==> src/rtl/i2c_rb_pkg.sv <==
package i2c_rb_pkg;

    localparam int PTR_W = 6;
    localparam logic [5:0] DEV_PREFIX = 6'b111000;

    typedef enum logic [3:0] {
        ST_IDLE,
        ST_DEVADR,
        ST_DEVACK,
        ST_PTR,
        ST_PTRACK,
        ST_WDAT,
        ST_WACK,
        ST_TX,
        ST_TXACK,
        ST_SKIP
    } eng_state_e;

    typedef enum logic [1:0] {
        RK_RW,
        RK_RO,
        RK_NONE
    } reg_kind_e;

    typedef struct packed {
        logic scl_rise;
        logic scl_fall;
        logic start;
        logic stop;
        logic sda;
    } bus_evt_t;

    function automatic logic dev_match(input logic [6:0] a, input logic sel);
        return a == {DEV_PREFIX, sel};
    endfunction

    function automatic reg_kind_e reg_kind(input int idx, input int num,
                                           input int ro_base, input int ro_num);
        if (idx >= num)
            return RK_NONE;
        else if (idx >= ro_base && idx < ro_base + ro_num)
            return RK_RO;
        else
            return RK_RW;
    endfunction

endpackage

==> src/rtl/i2c_rb_cond.sv <==
module i2c_rb_cond
    import i2c_rb_pkg::*;
#(
    parameter int FILT_LEN = 3
) (
    input  logic     clk,
    input  logic     rst,
    input  logic     scl_i,
    input  logic     sda_i,
    output bus_evt_t evt
);
    localparam int CW = $clog2(FILT_LEN + 1);

    logic [1:0] raw;
    logic [1:0] filt;
    logic [1:0] prev;

    assign raw = {scl_i, sda_i};

    // line 1 = SCL, line 0 = SDA; each: two-flop sync then stability filter
    for (genvar g = 0; g < 2; g++) begin : g_line
        logic [1:0]    sync;
        logic [CW-1:0] cnt;
        always_ff @(posedge clk) begin
            if (rst) begin
                sync    <= 2'b11;
                cnt     <= '0;
                filt[g] <= 1'b1;
                prev[g] <= 1'b1;
            end else begin
                sync    <= {sync[0], raw[g]};
                prev[g] <= filt[g];
                if (sync[1] == filt[g]) begin
                    cnt <= '0;
                end else if (cnt == CW'(FILT_LEN - 1)) begin
                    filt[g] <= sync[1];
                    cnt     <= '0;
                end else begin
                    cnt <= cnt + 1'b1;
                end
            end
        end
    end

    always_comb begin
        evt.scl_rise = ~prev[1] & filt[1];
        evt.scl_fall = prev[1] & ~filt[1];
        evt.start    = prev[1] & filt[1] & prev[0] & ~filt[0];
        evt.stop     = prev[1] & filt[1] & ~prev[0] & filt[0];
        evt.sda      = filt[0];
    end

endmodule

==> src/rtl/i2c_rb_engine.sv <==
module i2c_rb_engine
    import i2c_rb_pkg::*;
(
    input  logic             clk,
    input  logic             rst,
    input  bus_evt_t         evt,
    input  logic             addr_sel,
    input  logic [7:0]       rd_data,
    output logic [PTR_W-1:0] ptr,
    output logic             wr_en,
    output logic [7:0]       wr_data,
    output logic             sda_oe
);
    eng_state_e state;
    logic [3:0] cnt;
    logic [7:0] shreg;
    logic       is_rd;

    always_ff @(posedge clk) begin
        if (rst) begin
            state   <= ST_IDLE;
            cnt     <= '0;
            shreg   <= '0;
            is_rd   <= 1'b0;
            ptr     <= '0;
            wr_en   <= 1'b0;
            wr_data <= '0;
            sda_oe  <= 1'b0;
        end else begin
            wr_en <= 1'b0;
            if (evt.stop) begin
                state  <= ST_IDLE;
                sda_oe <= 1'b0;
            end else if (evt.start) begin
                state  <= ST_DEVADR;
                cnt    <= '0;
                sda_oe <= 1'b0;
            end else begin
                unique case (state)
                    ST_DEVADR, ST_PTR, ST_WDAT: begin
                        if (evt.scl_rise) begin
                            shreg <= {shreg[6:0], evt.sda};
                            cnt   <= cnt + 1'b1;
                        end else if (evt.scl_fall && cnt == 4'd8) begin
                            cnt <= '0;
                            if (state == ST_DEVADR) begin
                                if (dev_match(shreg[7:1], addr_sel)) begin
                                    is_rd  <= shreg[0];
                                    sda_oe <= 1'b1;
                                    state  <= ST_DEVACK;
                                end else begin
                                    state <= ST_SKIP;
                                end
                            end else if (state == ST_PTR) begin
                                ptr    <= shreg[PTR_W-1:0];
                                sda_oe <= 1'b1;
                                state  <= ST_PTRACK;
                            end else begin
                                wr_en   <= 1'b1;
                                wr_data <= shreg;
                                sda_oe  <= 1'b1;
                                state   <= ST_WACK;
                            end
                        end
                    end
                    ST_DEVACK: begin
                        if (evt.scl_fall) begin
                            cnt <= '0;
                            if (is_rd) begin
                                shreg  <= rd_data;
                                sda_oe <= ~rd_data[7];
                                state  <= ST_TX;
                            end else begin
                                sda_oe <= 1'b0;
                                state  <= ST_PTR;
                            end
                        end
                    end
                    ST_PTRACK: begin
                        if (evt.scl_fall) begin
                            sda_oe <= 1'b0;
                            state  <= ST_WDAT;
                        end
                    end
                    ST_WACK: begin
                        if (evt.scl_fall) begin
                            sda_oe <= 1'b0;
                            state  <= ST_SKIP;
                        end
                    end
                    ST_TX: begin
                        if (evt.scl_rise) begin
                            cnt <= cnt + 1'b1;
                        end else if (evt.scl_fall) begin
                            if (cnt == 4'd8) begin
                                sda_oe <= 1'b0;
                                state  <= ST_TXACK;
                            end else begin
                                shreg  <= {shreg[6:0], 1'b0};
                                sda_oe <= ~shreg[6];
                            end
                        end
                    end
                    ST_TXACK: begin
                        if (evt.scl_rise)
                            state <= ST_SKIP;
                    end
                    default: ;
                endcase
            end
        end
    end

    // SDA drive only moves after a filtered SCL fall or a bus condition
    assert_sda_moves_low_scl_R5: assert property (@(posedge clk) disable iff (rst)
        !$stable(sda_oe) |-> $past(evt.scl_fall || evt.stop || evt.start));

    assert_stop_releases_R12: assert property (@(posedge clk) disable iff (rst)
        evt.stop |=> !sda_oe);

    assert_skip_quiet_R9: assert property (@(posedge clk) disable iff (rst)
        (state == ST_SKIP) |-> !sda_oe);

    assert_write_on_fall_R4: assert property (@(posedge clk) disable iff (rst)
        wr_en |-> $past(evt.scl_fall));

endmodule

==> src/rtl/i2c_rb_regs.sv <==
module i2c_rb_regs
    import i2c_rb_pkg::*;
#(
    parameter int NUM_REGS = 34,
    parameter int RO_BASE  = 16,
    parameter int RO_NUM   = 4
) (
    input  logic                  clk,
    input  logic                  rst,
    input  logic                  wr_en,
    input  logic [PTR_W-1:0]      wr_addr,
    input  logic [7:0]            wr_data,
    input  logic [PTR_W-1:0]      rd_addr,
    output logic [7:0]            rd_data,
    input  logic [RO_NUM*8-1:0]   stat_d,
    output logic [NUM_REGS*8-1:0] ctrl_q
);
    logic [7:0] view [NUM_REGS];

    for (genvar i = 0; i < NUM_REGS; i++) begin : g_reg
        if (reg_kind(i, NUM_REGS, RO_BASE, RO_NUM) == RK_RO) begin : g_ro
            assign ctrl_q[i*8 +: 8] = '0;
            assign view[i]          = stat_d[(i-RO_BASE)*8 +: 8];
        end else begin : g_rw
            logic [7:0] q;
            always_ff @(posedge clk) begin
                if (rst)
                    q <= '0;
                else if (wr_en && wr_addr == PTR_W'(i))
                    q <= wr_data;
            end
            assign ctrl_q[i*8 +: 8] = q;
            assign view[i]          = q;
        end
    end

    always_comb begin
        rd_data = '0;
        for (int i = 0; i < NUM_REGS; i++)
            if (rd_addr == PTR_W'(i))
                rd_data = view[i];
    end

    reg_kind_e wkind;
    assign wkind = reg_kind(int'(wr_addr), NUM_REGS, RO_BASE, RO_NUM);

    assert_unimpl_write_R6: assert property (@(posedge clk) disable iff (rst)
        (wr_en && wkind == RK_NONE) |=> $stable(ctrl_q));

    assert_ro_write_R7: assert property (@(posedge clk) disable iff (rst)
        (wr_en && wkind == RK_RO) |=> $stable(ctrl_q));

endmodule

==> src/rtl/i2c_regbank_slave.sv <==
module i2c_regbank_slave
    import i2c_rb_pkg::*;
#(
    parameter int NUM_REGS = 34,
    parameter int RO_BASE  = 16,
    parameter int RO_NUM   = 4,
    parameter int FILT_LEN = 3
) (
    input  logic                  clk,
    input  logic                  rst,
    input  logic                  addr_sel,
    input  logic                  scl_i,
    input  logic                  sda_i,
    output logic                  sda_oe,
    input  logic [RO_NUM*8-1:0]   stat_d,
    output logic [NUM_REGS*8-1:0] ctrl_q
);
    bus_evt_t         evt;
    logic [PTR_W-1:0] ptr;
    logic             wr_en;
    logic [7:0]       wr_data;
    logic [7:0]       rd_data;

    i2c_rb_cond #(.FILT_LEN(FILT_LEN)) u_cond (
        .clk   (clk),
        .rst   (rst),
        .scl_i (scl_i),
        .sda_i (sda_i),
        .evt   (evt)
    );

    i2c_rb_engine u_eng (
        .clk      (clk),
        .rst      (rst),
        .evt      (evt),
        .addr_sel (addr_sel),
        .rd_data  (rd_data),
        .ptr      (ptr),
        .wr_en    (wr_en),
        .wr_data  (wr_data),
        .sda_oe   (sda_oe)
    );

    i2c_rb_regs #(
        .NUM_REGS (NUM_REGS),
        .RO_BASE  (RO_BASE),
        .RO_NUM   (RO_NUM)
    ) u_regs (
        .clk     (clk),
        .rst     (rst),
        .wr_en   (wr_en),
        .wr_addr (ptr),
        .wr_data (wr_data),
        .rd_addr (ptr),
        .rd_data (rd_data),
        .stat_d  (stat_d),
        .ctrl_q  (ctrl_q)
    );

endmodule

==> config.mk <==
export PLATFORM = sky130hd
export DESIGN_NAME = i2c_regbank_slave
export DESIGN_NICKNAME = d
export VERILOG_FILES = /design/src/rtl/i2c_rb_pkg.sv /design/src/rtl/i2c_rb_cond.sv /design/src/rtl/i2c_rb_engine.sv /design/src/rtl/i2c_rb_regs.sv /design/src/rtl/i2c_regbank_slave.sv
export SDC_FILE = /design/constraint.sdc
export NUM_CORES = 1
export LEC_CHECK = 0
export BUFFER_PORTS_ARGS = -buffer_cell sky130_fd_sc_hd__clkbuf_2
export CORE_AREA = 2 2 173 175
export CTS_CLUSTER_DIAMETER = 150
export DETAILED_ROUTE_END_ITERATION = 7
export DIE_AREA = 0 0 175 177
export PLACE_DENSITY_LB_ADDON = 0.12
export REMOVE_ABC_BUFFERS = 1
export SLEW_MARGIN = 10
export SYNTH_ARGS = -nofsm -noshare
export SYNTH_HDL_FRONTEND = slang
export SYNTH_SLANG_ARGS = --single-unit
==> constraint.sdc <==
create_clock -name clk -period 5.6 [get_ports clk]
set_input_delay 1.12 -clock clk [delete_from_list [all_inputs] [get_ports clk]]
set_output_delay 1.12 -clock clk [all_outputs]
set_load 0.01 [all_outputs]
==> results by group <==
Routing
  • DRC: 0
  • Drt total wl: approximately 57 mm
  • WL per Instance: about 23 microns
  • Via density: between 6 and 7
  • Vias: 15,200
  • ANT nets after route: 0
  • 1st-iter DRT viols: approximately 2,200
  • Pre-antenna DRT Iters: 6

GRT
  • Vias in the first global route: between 10,000 and 15,000
  • Largest net degree at the start of global routing: 210
  • First-pass GRT wire length: between 80 and 90 mm
  • Total grt overflow: 0
  • Initial antenna violation count: 0
  • Total GRT Usage: 0.353

Run
  • MaxCap Viol Count: 0

Floorplanning
  • Total die area: between 30,000 and 40,000 sq um
  • Chip height: about 180 microns
  • Die X: roughly 180 microns
  • Initial Util: 0.491
  • # IOs: 310
  • FP Rows: between 60 and 70
  • CORE AREA: 29,200 sq um

STA
  • Final Hold Violating Endpoints: 0
  • Achievable Freq: between 200 and 300 MHz
  • Setup TNS: 0 ns
  • Minimum clock period: roughly 3.7 ns
  • Slew HR: 0.123
  • Final Skew: 0.0228 ns
  • Max Slew Vio Count: 0
  • RSZ-0062 raised after global routing: no
  • Final setup fails: 0
  • Worst Tran Pin Value: around 1.3 ns
  • Final clock period utilization by the worst path: 0.654

Critical path
  • Critical Path Max Stage Delay: between 1 and 1.5 ns
  • Worst r2r src: u_eng.ptr[2]
  • Worst Path Buf+Inv: 0
  • Startpoint types: flop
  • Worst path slowest cell: nand4bb_1
  • Setup crit start: u_eng.ptr[2]
  • Crit-path cells: nand4bb_1, o22a_1, o22ai_1, o21ai_0, a31oi_1, o211ai_1
  • CP Class: flop to flop
  • Worst-path maximum fanout: 28
  • CP arrival: between 4 and 5 ns
  • Worst Setup End Kind: flop
  • Delay-heaviest family, CP: compound AO/OA/AOI/OAI gates
  • WP data required: 6.04 ns

Clock network
  • Worst skew pair latency: roughly 0.59 ns
  • Hold buffer count at cts: 0
  • Clock Tree Root: clkbuf_16
  • Setup Fix Bufs, Post-CTS: 0
  • H-tree lvl count: 1
  • CTS clock-pin slew for the worst setup and hold paths: 0.07 ns
  • Clock sink total: around 290
  • Clock buffer depth: 3
  • Inserted Clock Buffers: 31
  • TritonCTS clock tree: yes
  • Resized cells post-CTS: 0

Logic synthesis
  • Async set or reset register ratio after synthesis: 0
  • Synthesized area: between 10,000 and 15,000 sq um
  • Primary FF master, synth: dfxtp_1
  • Synth Register Bits: about 290
  • Yosys synthesis warning count: 0
  • Netlist cell types: between 80 and 90
  • Post-Synthesis Cells: roughly 1,800
  • Number of synthesized flops with an enable pin: 0
  • Largest area contributor in the netlist: dfxtp_1
  • Ranking of synthesized cells by area: dfxtp_1 (40%), a21oi_1 (9.7%), nand2_1 (9.4%)
  • Top-area cell type share of the netlist area: 0.397
  • Post-synthesis sequential area ratio: 0.397
  • Avg Inst Size Synth: between 7 and 8 sq um

Pwr
  • Tot Pwr: around 0.0044 W
  • Leakage power: 6.11 nW
  • Power per Cell Area: approximately 260 nW/um^2
  • VDD IR-drop max: between 0.0002 and 0.00025 V

Cells and area
  • Layout fillers: 2,754
  • ANT cells: 0
  • Share of cells above drive strength 1: 0.208
  • Area grow syn2layout: 17.3%
  • Nets: just over 2,000
  • Util after Layout: 0.576

Placement
  • Port bufs: 277
  • GPL Wtd Cong: between 1 and 1.5
  • DP Wirelength: approximately 38 mm

Hold path
  • Class of the worst hold path: flop to flop
  • HP Start: u_cond.g_line[1].sync[0]

Outcome
  • Status: complete, no violations
-- layout by cell type (no fill, tap or decap), drive strengths merged, types with 8 or more instances in the layout --
master / instances
mux4: 10
a22oi: 11
nand2b: 13
mux2: 22
buf: 22
nor2: 129
a21oi: 277
mux2i: 66
a31oi: 11
o21ai: 153
nor3: 25
or3: 10
clkinv: 8
clkbuf: 315
o22ai: 13
nand3: 36
a211oi: 18
conb: 32
a221oi: 11
inv: 18
nor2b: 10
dfxtp: 285
and2: 9
o221ai: 15
nand2: 360
-- state kept, by name (all words and copies together), names as in the netlist --
signal	cells
u_eng.shreg	8
u_cond.g_line.sync	4
u_eng.wr_data	8
u_cond.prev	2
u_eng.state	4
u_eng.cnt	4
u_cond.g_line.cnt	4
u_regs.g.g_rw.q	240
u_eng.is_rd	1
u_eng.sda_oe	1
u_cond.evt	1
u_eng.ptr	6
u_cond.filt	1
u_eng.wr_en	1
-- where the power goes --
group           total, W  switching (W)  internal (W)  leakage [nW]
combinational  0.0000777      0.0000605     0.0000172          3.24
clock            0.00232       0.000907       0.00142         0.567
sequential       0.00203     0.00000134       0.00203          2.30
total            0.00443       0.000969       0.00346          6.11
-- cell families (layout without fill, tap and decap cells) --
logic type | Yosys count | in the layout | share of synthesized area
compound gates | 596 | 596 | 0.244
xor+xnor | 4 | 4 | 0.00244
fa+ha+maj | 4 | 4 | 0.00349
buf+inv | 206 | 372 | 0.0669
flops | 285 | 285 | 0.397
mux | 98 | 98 | 0.0790
other cells | 1 | 32 | 0.000261
simple gates | 653 | 653 | 0.207
-- path summary, 6_finish.rpt --
path | depth (start not counted) | slack [ns] | end
worst max-delay path | 6 | 1.93 | u_eng.shreg[1]
worst min-delay path | 1 | 0.41 | u_cond.g_line[1].sync[1]
worst max register to register | 6 | 1.93 | u_eng.shreg[1]
worst min register to register | 1 | 0.41 | u_cond.g_line[1].sync[1]
-- Yosys cell counts, types with 18 or more instances --
library cell and instances:
mux2_2 22, mux2i_1 66, buf_2 36, nor2_1 126, nand3_1 36, o21ai_0 150, nor3_1 22, a211oi_1 18
buf_4 38, a21oi_1 277, dfxtp_1 285, nand2_1 360, clkbuf_1 108
-- layout make-up --
cell class,count,area [sq um],area share
Timing Repair Buffer,299,1570,0.0934
Tap cell,390,488,0.0290
Inverter,16,60.1,0.00357
Clock inverter,19,295,0.0175
Multi-Input combinational cell,1387,7840,0.465
Clock buffer,38,862,0.0512
Sequential cell,285,5720,0.340
-- layer usage --
metal	wire [microns]	track usage	up-vias
met3	7060	0.0838	140
met1	23500	0.507	7215
li1	-	-	6844
met2	24100	0.512	1043
met5	0	0	-
met4	2110	0.133	0
-- metrics by stage --
stage	hold WS (ns)	cell area [sq um]	instances	setup WS, ns
detailed placement	0.397	15700	2377	2.15
global placement	0.399	15700	2377	2.23
floorplan	0.389	13600	1688	0.765
finish	0.410	16800	2434	1.93
CTS	0.411	16800	2434	2.12
global route	0.419	16800	2434	1.81
No activity file was read; power rests on OpenSTA's default activity.
